==> config.mk <==
export PLATFORM = sky130hd
export DESIGN_NAME = mlp_xor_trainer
export DESIGN_NICKNAME = d
export VERILOG_FILES = /design/src/rtl/mlp_pkg.sv /design/src/rtl/mlp_mac.sv /design/src/rtl/mlp_weight_file.sv /design/src/rtl/mlp_query.sv /design/src/rtl/mlp_xor_trainer.sv
export SDC_FILE = /design/constraint.sdc
export NUM_CORES = 1
export LEC_CHECK = 0
export ABC_AREA = 1
export ABC_CLOCK_PERIOD_IN_PS = 14200
export BUFFER_PORTS_ARGS = -buffer_cell sky130_fd_sc_hd__buf_2
export CORE_MARGIN = 3
export CORE_UTILIZATION = 65
export CTS_BUF_LIST = sky130_fd_sc_hd__clkbuf_4 sky130_fd_sc_hd__clkbuf_8 sky130_fd_sc_hd__clkbuf_16
export CTS_CLUSTER_SIZE = 20
export DETAILED_ROUTE_END_ITERATION = 16
export PLACE_DENSITY = 0.82
export SLEW_MARGIN = 20
export SYNTH_ARGS = -nofsm -noshare
export SYNTH_HDL_FRONTEND = slang
export SYNTH_SLANG_ARGS = --single-unit
==> constraint.sdc <==
create_clock -name clk -period 14.2 [get_ports clk]
set_input_delay 0.71 -clock clk [delete_from_list [all_inputs] [get_ports clk]]
set_output_delay 0.71 -clock clk [all_outputs]
set_load 0.005 [all_outputs]
==> src/rtl/mlp_pkg.sv <==
package mlp_pkg;
  localparam int DW    = 16;
  localparam int FRAC  = 12;
  localparam int NWGT  = 9;
  localparam int STEPW = 4;
  localparam int WW    = 2 * DW + 1;

  typedef logic signed [DW-1:0] fx_t;
  typedef logic signed [WW-1:0] wide_t;

  localparam fx_t FX_ONE = fx_t'(1 << FRAC);

  typedef enum logic [2:0] {
    ST_IDLE, ST_INIT, ST_FWD, ST_DELTA, ST_UPD, ST_EPOCH
  } st_t;

  // clamp a wide value to the signed DW-bit range
  function automatic fx_t fx_sat(input wide_t v);
    wide_t hi;
    wide_t lo;
    hi = wide_t'((64'sd1 <<< (DW - 1)) - 64'sd1);
    lo = -hi - wide_t'(1);
    if (v > hi) return fx_t'(hi);
    if (v < lo) return fx_t'(lo);
    return fx_t'(v);
  endfunction

  function automatic fx_t fx_mul(input fx_t a, input fx_t b);
    wide_t p;
    p = wide_t'(a) * wide_t'(b);
    return fx_sat(p >>> FRAC);
  endfunction

  // acc + a*b, with the product optionally halved (learning rate)
  function automatic fx_t fx_mac(input fx_t acc, input fx_t a, input fx_t b,
                                 input logic half);
    fx_t t;
    t = fx_mul(a, b);
    if (half) t = t >>> 1;
    return fx_sat(wide_t'(acc) + wide_t'(t));
  endfunction

  function automatic logic fx_act(input fx_t v);
    return ~v[DW-1];
  endfunction

  function automatic fx_t fx_bit(input logic b);
    return b ? FX_ONE : '0;
  endfunction

  function automatic logic [DW-1:0] lfsr_step(input logic [DW-1:0] r,
                                              input logic [DW-1:0] taps);
    return r[0] ? ((r >> 1) ^ taps) : (r >> 1);
  endfunction

  function automatic fx_t lfsr_to_weight(input logic [DW-1:0] r);
    return fx_t'({{(DW - FRAC - 1){r[FRAC]}}, r[FRAC:0]});
  endfunction
endpackage

==> src/rtl/mlp_mac.sv <==
module mlp_mac
  import mlp_pkg::*;
(
  input  fx_t  acc_i,
  input  fx_t  a_i,
  input  fx_t  b_i,
  input  logic half_i,
  output fx_t  y_o
);
  assign y_o = fx_mac(acc_i, a_i, b_i, half_i);
endmodule

==> src/rtl/mlp_weight_file.sv <==
module mlp_weight_file
  import mlp_pkg::*;
(
  input  logic                   clk,
  input  logic                   rst_n,
  input  logic                   we,
  input  logic [STEPW-1:0]       widx,
  input  fx_t                    wdata,
  output fx_t [NWGT-1:0]         weights
);
  for (genvar i = 0; i < NWGT; i++) begin : g_cell
    fx_t cell_q;
    always_ff @(posedge clk or negedge rst_n) begin
      if (!rst_n)                              cell_q <= '0;
      else if (we && widx == STEPW'(i))        cell_q <= wdata;
    end
    assign weights[i] = cell_q;
  end

  AST_WIDX_RANGE: assert property (@(posedge clk) disable iff (!rst_n)
    we |-> (widx < STEPW'(NWGT)));
endmodule

==> src/rtl/mlp_query.sv <==
module mlp_query
  import mlp_pkg::*;
(
  input  fx_t [NWGT-1:0] weights,
  input  logic           x0,
  input  logic           x1,
  output logic           y
);
  fx_t  net_h0, net_h1, net_o;
  logic h0, h1;

  always_comb begin
    net_h0 = fx_mac(fx_mac(fx_mac('0, weights[0], FX_ONE, 1'b0),
                           weights[1], fx_bit(x0), 1'b0),
                    weights[2], fx_bit(x1), 1'b0);
    net_h1 = fx_mac(fx_mac(fx_mac('0, weights[3], FX_ONE, 1'b0),
                           weights[4], fx_bit(x0), 1'b0),
                    weights[5], fx_bit(x1), 1'b0);
    h0 = fx_act(net_h0);
    h1 = fx_act(net_h1);
    net_o = fx_mac(fx_mac(fx_mac('0, weights[6], FX_ONE, 1'b0),
                          weights[7], fx_bit(h0), 1'b0),
                   weights[8], fx_bit(h1), 1'b0);
    y = fx_act(net_o);
  end
endmodule

==> src/rtl/mlp_xor_trainer.sv <==
module mlp_xor_trainer
  import mlp_pkg::*;
#(
  parameter int              EPW       = 16,
  parameter logic [DW-1:0]   LFSR_TAPS = 16'hB400
) (
  input  logic            clk,
  input  logic            rst_n,
  input  logic            start,
  input  logic [DW-1:0]   seed,
  input  logic [EPW-1:0]  epoch_limit,
  input  logic            q_x0,
  input  logic            q_x1,
  output logic            q_y,
  output logic            done,
  output logic            converged
);
  localparam logic [STEPW-1:0] LAST_STEP = STEPW'(NWGT - 1);

  st_t              state;
  logic [STEPW-1:0] step;
  logic [1:0]       pat;
  logic [EPW-1:0]   epoch_q, lim_q;
  logic [2:0]       errs;
  logic [DW-1:0]    lfsr;
  fx_t              acc, dlt_o, dlt_h0, dlt_h1;
  logic [1:0]       hid;
  logic             y_q, done_q, conv_q;

  fx_t [NWGT-1:0]   weights;
  logic             wr_fire;
  logic [STEPW-1:0] wr_idx;
  fx_t              wr_data;

  fx_t  mac_acc, mac_a, mac_b, mac_out, src;
  logic mac_half;
  logic [1:0] nidx, term;
  logic x0, x1, tgt, busy, pat_wrong, last_epoch;
  fx_t  cur_w;

  assign x0        = pat[1];
  assign x1        = pat[0];
  assign tgt       = x0 ^ x1;
  assign busy      = (state != ST_IDLE);
  assign pat_wrong = (y_q != tgt);
  assign last_epoch = ({1'b0, epoch_q} + (EPW+1)'(1)) >= {1'b0, lim_q};
  assign cur_w     = weights[step];

  always_comb begin
    if (step < STEPW'(3))      begin nidx = 2'd0; term = 2'(step); end
    else if (step < STEPW'(6)) begin nidx = 2'd1; term = 2'(step - STEPW'(3)); end
    else                       begin nidx = 2'd2; term = 2'(step - STEPW'(6)); end
  end

  // source activation for the parameter selected by step
  always_comb begin
    if (term == 2'd0)      src = FX_ONE;
    else if (term == 2'd1) src = (nidx == 2'd2) ? fx_bit(hid[0]) : fx_bit(x0);
    else                   src = (nidx == 2'd2) ? fx_bit(hid[1]) : fx_bit(x1);
  end

  always_comb begin
    mac_acc  = '0;
    mac_a    = cur_w;
    mac_b    = src;
    mac_half = 1'b0;
    case (state)
      ST_FWD: mac_acc = (term == 2'd0) ? fx_t'(0) : acc;
      ST_DELTA: begin
        mac_a = dlt_o;
        mac_b = (step == STEPW'(2)) ? weights[8] : weights[7];
      end
      ST_UPD: begin
        mac_acc  = cur_w;
        mac_a    = (nidx == 2'd0) ? dlt_h0 : (nidx == 2'd1) ? dlt_h1 : dlt_o;
        mac_half = 1'b1;
      end
      default: ;
    endcase
  end

  mlp_mac u_mac (
    .acc_i (mac_acc), .a_i (mac_a), .b_i (mac_b), .half_i (mac_half), .y_o (mac_out)
  );

  assign wr_fire = (state == ST_INIT) || (state == ST_UPD);
  assign wr_idx  = step;
  assign wr_data = (state == ST_INIT) ? lfsr_to_weight(lfsr) : mac_out;

  mlp_weight_file u_wf (
    .clk (clk), .rst_n (rst_n), .we (wr_fire), .widx (wr_idx),
    .wdata (wr_data), .weights (weights)
  );

  mlp_query u_q (.weights (weights), .x0 (q_x0), .x1 (q_x1), .y (q_y));

  always_ff @(posedge clk or negedge rst_n) begin
    if (!rst_n) begin
      state <= ST_IDLE; step <= '0; pat <= '0; epoch_q <= '0; lim_q <= '0;
      errs <= '0; lfsr <= '0; acc <= '0; dlt_o <= '0; dlt_h0 <= '0;
      dlt_h1 <= '0; hid <= '0; y_q <= 1'b0; done_q <= 1'b0; conv_q <= 1'b0;
    end else begin
      case (state)
        ST_IDLE: if (start) begin
          state   <= ST_INIT;
          step    <= '0;
          pat     <= '0;
          epoch_q <= '0;
          errs    <= '0;
          lim_q   <= epoch_limit;
          lfsr    <= (seed == '0) ? DW'(1) : seed;
          done_q  <= 1'b0;
          conv_q  <= 1'b0;
        end
        ST_INIT: begin
          lfsr <= lfsr_step(lfsr, LFSR_TAPS);
          if (step == LAST_STEP) begin step <= '0; state <= ST_FWD; end
          else step <= step + STEPW'(1);
        end
        ST_FWD: begin
          acc <= mac_out;
          if (term == 2'd2) begin
            if (nidx == 2'd0)      hid[0] <= fx_act(mac_out);
            else if (nidx == 2'd1) hid[1] <= fx_act(mac_out);
            else                   y_q    <= fx_act(mac_out);
          end
          if (step == LAST_STEP) begin step <= '0; state <= ST_DELTA; end
          else step <= step + STEPW'(1);
        end
        ST_DELTA: begin
          if (step == STEPW'(0)) begin
            dlt_o <= !pat_wrong ? fx_t'(0) : (tgt ? FX_ONE : -FX_ONE);
            errs  <= errs + {2'b0, pat_wrong};
            step  <= STEPW'(1);
          end else if (step == STEPW'(1)) begin
            dlt_h0 <= mac_out;
            step   <= STEPW'(2);
          end else begin
            dlt_h1 <= mac_out;
            step   <= '0;
            state  <= ST_UPD;
          end
        end
        ST_UPD: begin
          if (step == LAST_STEP) begin
            step <= '0;
            if (pat == 2'd3) state <= ST_EPOCH;
            else begin pat <= pat + 2'd1; state <= ST_FWD; end
          end else step <= step + STEPW'(1);
        end
        ST_EPOCH: begin
          epoch_q <= epoch_q + EPW'(1);
          pat     <= '0;
          errs    <= '0;
          if (errs == 3'd0) begin
            done_q <= 1'b1; conv_q <= 1'b1; state <= ST_IDLE;
          end else if (last_epoch) begin
            done_q <= 1'b1; state <= ST_IDLE;
          end else state <= ST_FWD;
        end
        default: state <= ST_IDLE;
      endcase
    end
  end

  assign done      = done_q;
  assign converged = conv_q;

  AST_CONV_NEEDS_DONE: assert property (@(posedge clk) disable iff (!rst_n)
    conv_q |-> done_q);
  AST_DONE_ONLY_IDLE: assert property (@(posedge clk) disable iff (!rst_n)
    done_q |-> !busy);
  AST_DONE_HOLD: assert property (@(posedge clk) disable iff (!rst_n)
    (done_q && !start) |=> (done_q && $stable(conv_q)));
  AST_INIT_RANGE: assert property (@(posedge clk) disable iff (!rst_n)
    (state == ST_INIT) |-> (wr_data >= -FX_ONE && wr_data < FX_ONE));
  AST_DELTA_LEVELS: assert property (@(posedge clk) disable iff (!rst_n)
    (dlt_o == '0 || dlt_o == FX_ONE || dlt_o == -FX_ONE));
  AST_START_IGNORED: assert property (@(posedge clk) disable iff (!rst_n)
    (busy && start && state != ST_EPOCH) |=> busy);
  AST_FINISH_AT_EPOCH: assert property (@(posedge clk) disable iff (!rst_n)
    $rose(done_q) |-> ($past(state) == ST_EPOCH));
endmodule

==> impl_metrics.ini <==
[grt]
overflow = 0
antenna_found_initial = 0
grt_max_degree = 102
grt_pass1_wl_mm = 125
grt_pass1_vias = 24400
grt_usage = 0.347

[sta]
setup_violations = 0
post-route-period-util = 0.788
drv_slew = 0
whs_ps = 183
layout_min_cycle_time_ps = 11190
hold_viol_final = 0
rsz0062_at_grt = false
clock_skew_ps = 9.29
worst_slew_pin_slew_ps = 996
setup-tns-final_ps = 0
fmax_ghz = 0.0893
slew_headroom = 0.329

[cts]
ctsLongestPathBuffers = 3
clkLatencyLatePin_ps = 550
cts_root_buffer = clkbuf_16
post_cts_resized = 0
clkSinkCount = 259
path_clk_slew_ps = 60
hold_buffers = 0
htreeDepth = 1
cts_tree = yes
cts_setup_buffers = 0
cts_buffers = 28

[final_layout]
syn_to_final_growth_pct = 6.97
finalNetCount = 4349
drive_gt1_frac = 0.0545
nFillCells = 3469
mostFrequentLayoutCells = 1111 x nand2_1, 618 x inv_1, 268 x fa_1
final_common_cell = nand2_1

[routing]
drc_errors = 0
routed_wl_mm = 77.1
dr.pass1.iters = 8
drtIter0Drc = 2383
wire_per_inst_um = 17.5
detail_route.vias_per_cell = 5.62
vias = 24700
final_antenna_net_count = 0

[floorplan]
rows = 75
die_w_um = 213
initial_utilization = 0.662
core-area_um2 = 42100
ios = 40
dieArea_um2 = 45500
dieHeight_um = 213

[placed_design]
hpwl_mm = 60.0
port-buffer-count = 39
place_congestion = 0.993

[synth]
synthAdderAreaFrac = 0.288
synthFlopType = dfrtp_1
postSynthAreaPerCell_um2 = 7.48
synth_compound_area_frac = 0.111
synth.area.mux_share = 0
synth_warnings = 0
synth-seq-cells = 259
synth-xor-area-share = 0.0266
synthArstFlopShare = 1.00
synthesis.area_um2 = 27900
syn_inst = 3733
yosys.cell_types.count = 59
synth_edf_count = 0
synth_top_family_by_area = adder cells
synth-simple-area-share = 0.232
yosysSeqAreaShare = 0.232

[critical_path]
crit_slowest_cell = fa_1
critical_path_class = register to register
end_kind = register
max_stage_delay_ps = 900
crit_fanout = 33
cp_data_required_time_ps = 14650
crit_path_start_kind = register
cp.arrival_ps = 11650

[outcome]
status = completed

[job]
cap_violations = 0

[worst_hold_path]
min_path_type = input port to asynchronous set/reset pin
[registers in the layout (all words and copies together), names as in the netlist, 4 cells and up]
| register | flops |
|---|---|
| lfsr | 16 |
| dlt_h1 | 16 |
| step | 4 |
| epoch_q | 16 |
| dlt_h0 | 16 |
| u_wf.g_cell.cell_q | 144 |
| acc | 16 |
| lim_q | 16 |
[stage by stage]
step	std cells	cell area, µm²	setup slack (ps)	utilization
2_1_floorplan	3896	28500	4860	-
3_5_place_dp	4339	28900	3330	0.685
5_1_grt	4390	29900	2380	0.709
4_1_cts	4389	29800	3290	0.708
3_3_place_gp	4339	28900	3480	0.685
6_report	4391	29900	3010	0.709
[kinds of logic after synthesis]
family / Yosys count
simple gates: 1575
other cells: 2
compound gates: 542
flops: 259
fa+ha+maj: 481
buf+inv: 791
xor+xnor: 83
[cell type report]
class                      instances  area, µm²  area share
inverter                         639       2400      0.0803
timing repair buffer              57        360      0.0121
multi-input combinational       2846      19000       0.636
sequential                       259       6480       0.217
antenna                            1       2.50   0.0000838
clock inverter                    11        135     0.00453
clock buffer                      39        826      0.0277
tap                              539        674      0.0226
[final timing paths]
path,from,endpoint,slack [ps],cells after the start
max,step[3],u_wf.g_cell[5].cell_q[15],3010,42
min,rst_n,lim_q[11],180,1
max reg2reg,step[3],u_wf.g_cell[5].cell_q[15],3010,42
min reg2reg,lfsr[5],lfsr[5],480,2
max in group asynchronous,rst_n,u_wf.g_cell[8].cell_q[1],12440,2
min in group clk,epoch_limit[3],lim_q[3],370,3
[cell usage after synthesis (8+ instances only)]
library cell / instances / area, µm²
nand4_1: 16 / 100
fa_1: 268 / 5370
inv_2: 19 / 71.3
nor4_1: 8 / 50.1
nand2_2: 27 / 169
o22ai_1: 11 / 68.8
a31oi_1: 16 / 100
o21ai_0: 241 / 1210
nand2_1: 1111 / 4170
o221ai_1: 23 / 201
clkbuf_1: 98 / 368
nor2_2: 8 / 50.1
nand3_1: 108 / 541
a22oi_1: 12 / 90.1
inv_1: 619 / 2320
ha_1: 213 / 2670
a22o_1: 13 / 114
nor3_1: 22 / 110
dfrtp_1: 259 / 6480
a21oi_1: 173 / 866
nor2_1: 231 / 867
xor2_1: 53 / 464
buf_2: 35 / 175
xnor2_1: 28 / 245
nand2_4: 15 / 169
[critical path, delay by kind of cell (launching register included)]
family                   cells  cell delay (ps)
AO/OA/AOI/OAI                6             2070
adder cells (fa/ha/maj)      9             4440
buffers and inverters        8             1120
flip-flops                   1              510
AND/OR/NAND/NOR             19             2920
[metal layers]
layer / routed length [µm] / global-route usage
met4: 4610 / 0.174
met3: 6260 / 0.0577
met2: 36800 / 0.584
met1: 29300 / 0.435
met5: 0 / 0
Power is left out: the tool's default activity adds up to more than one toggle a clock period on the data nets, which glitch-free logic cannot reach.
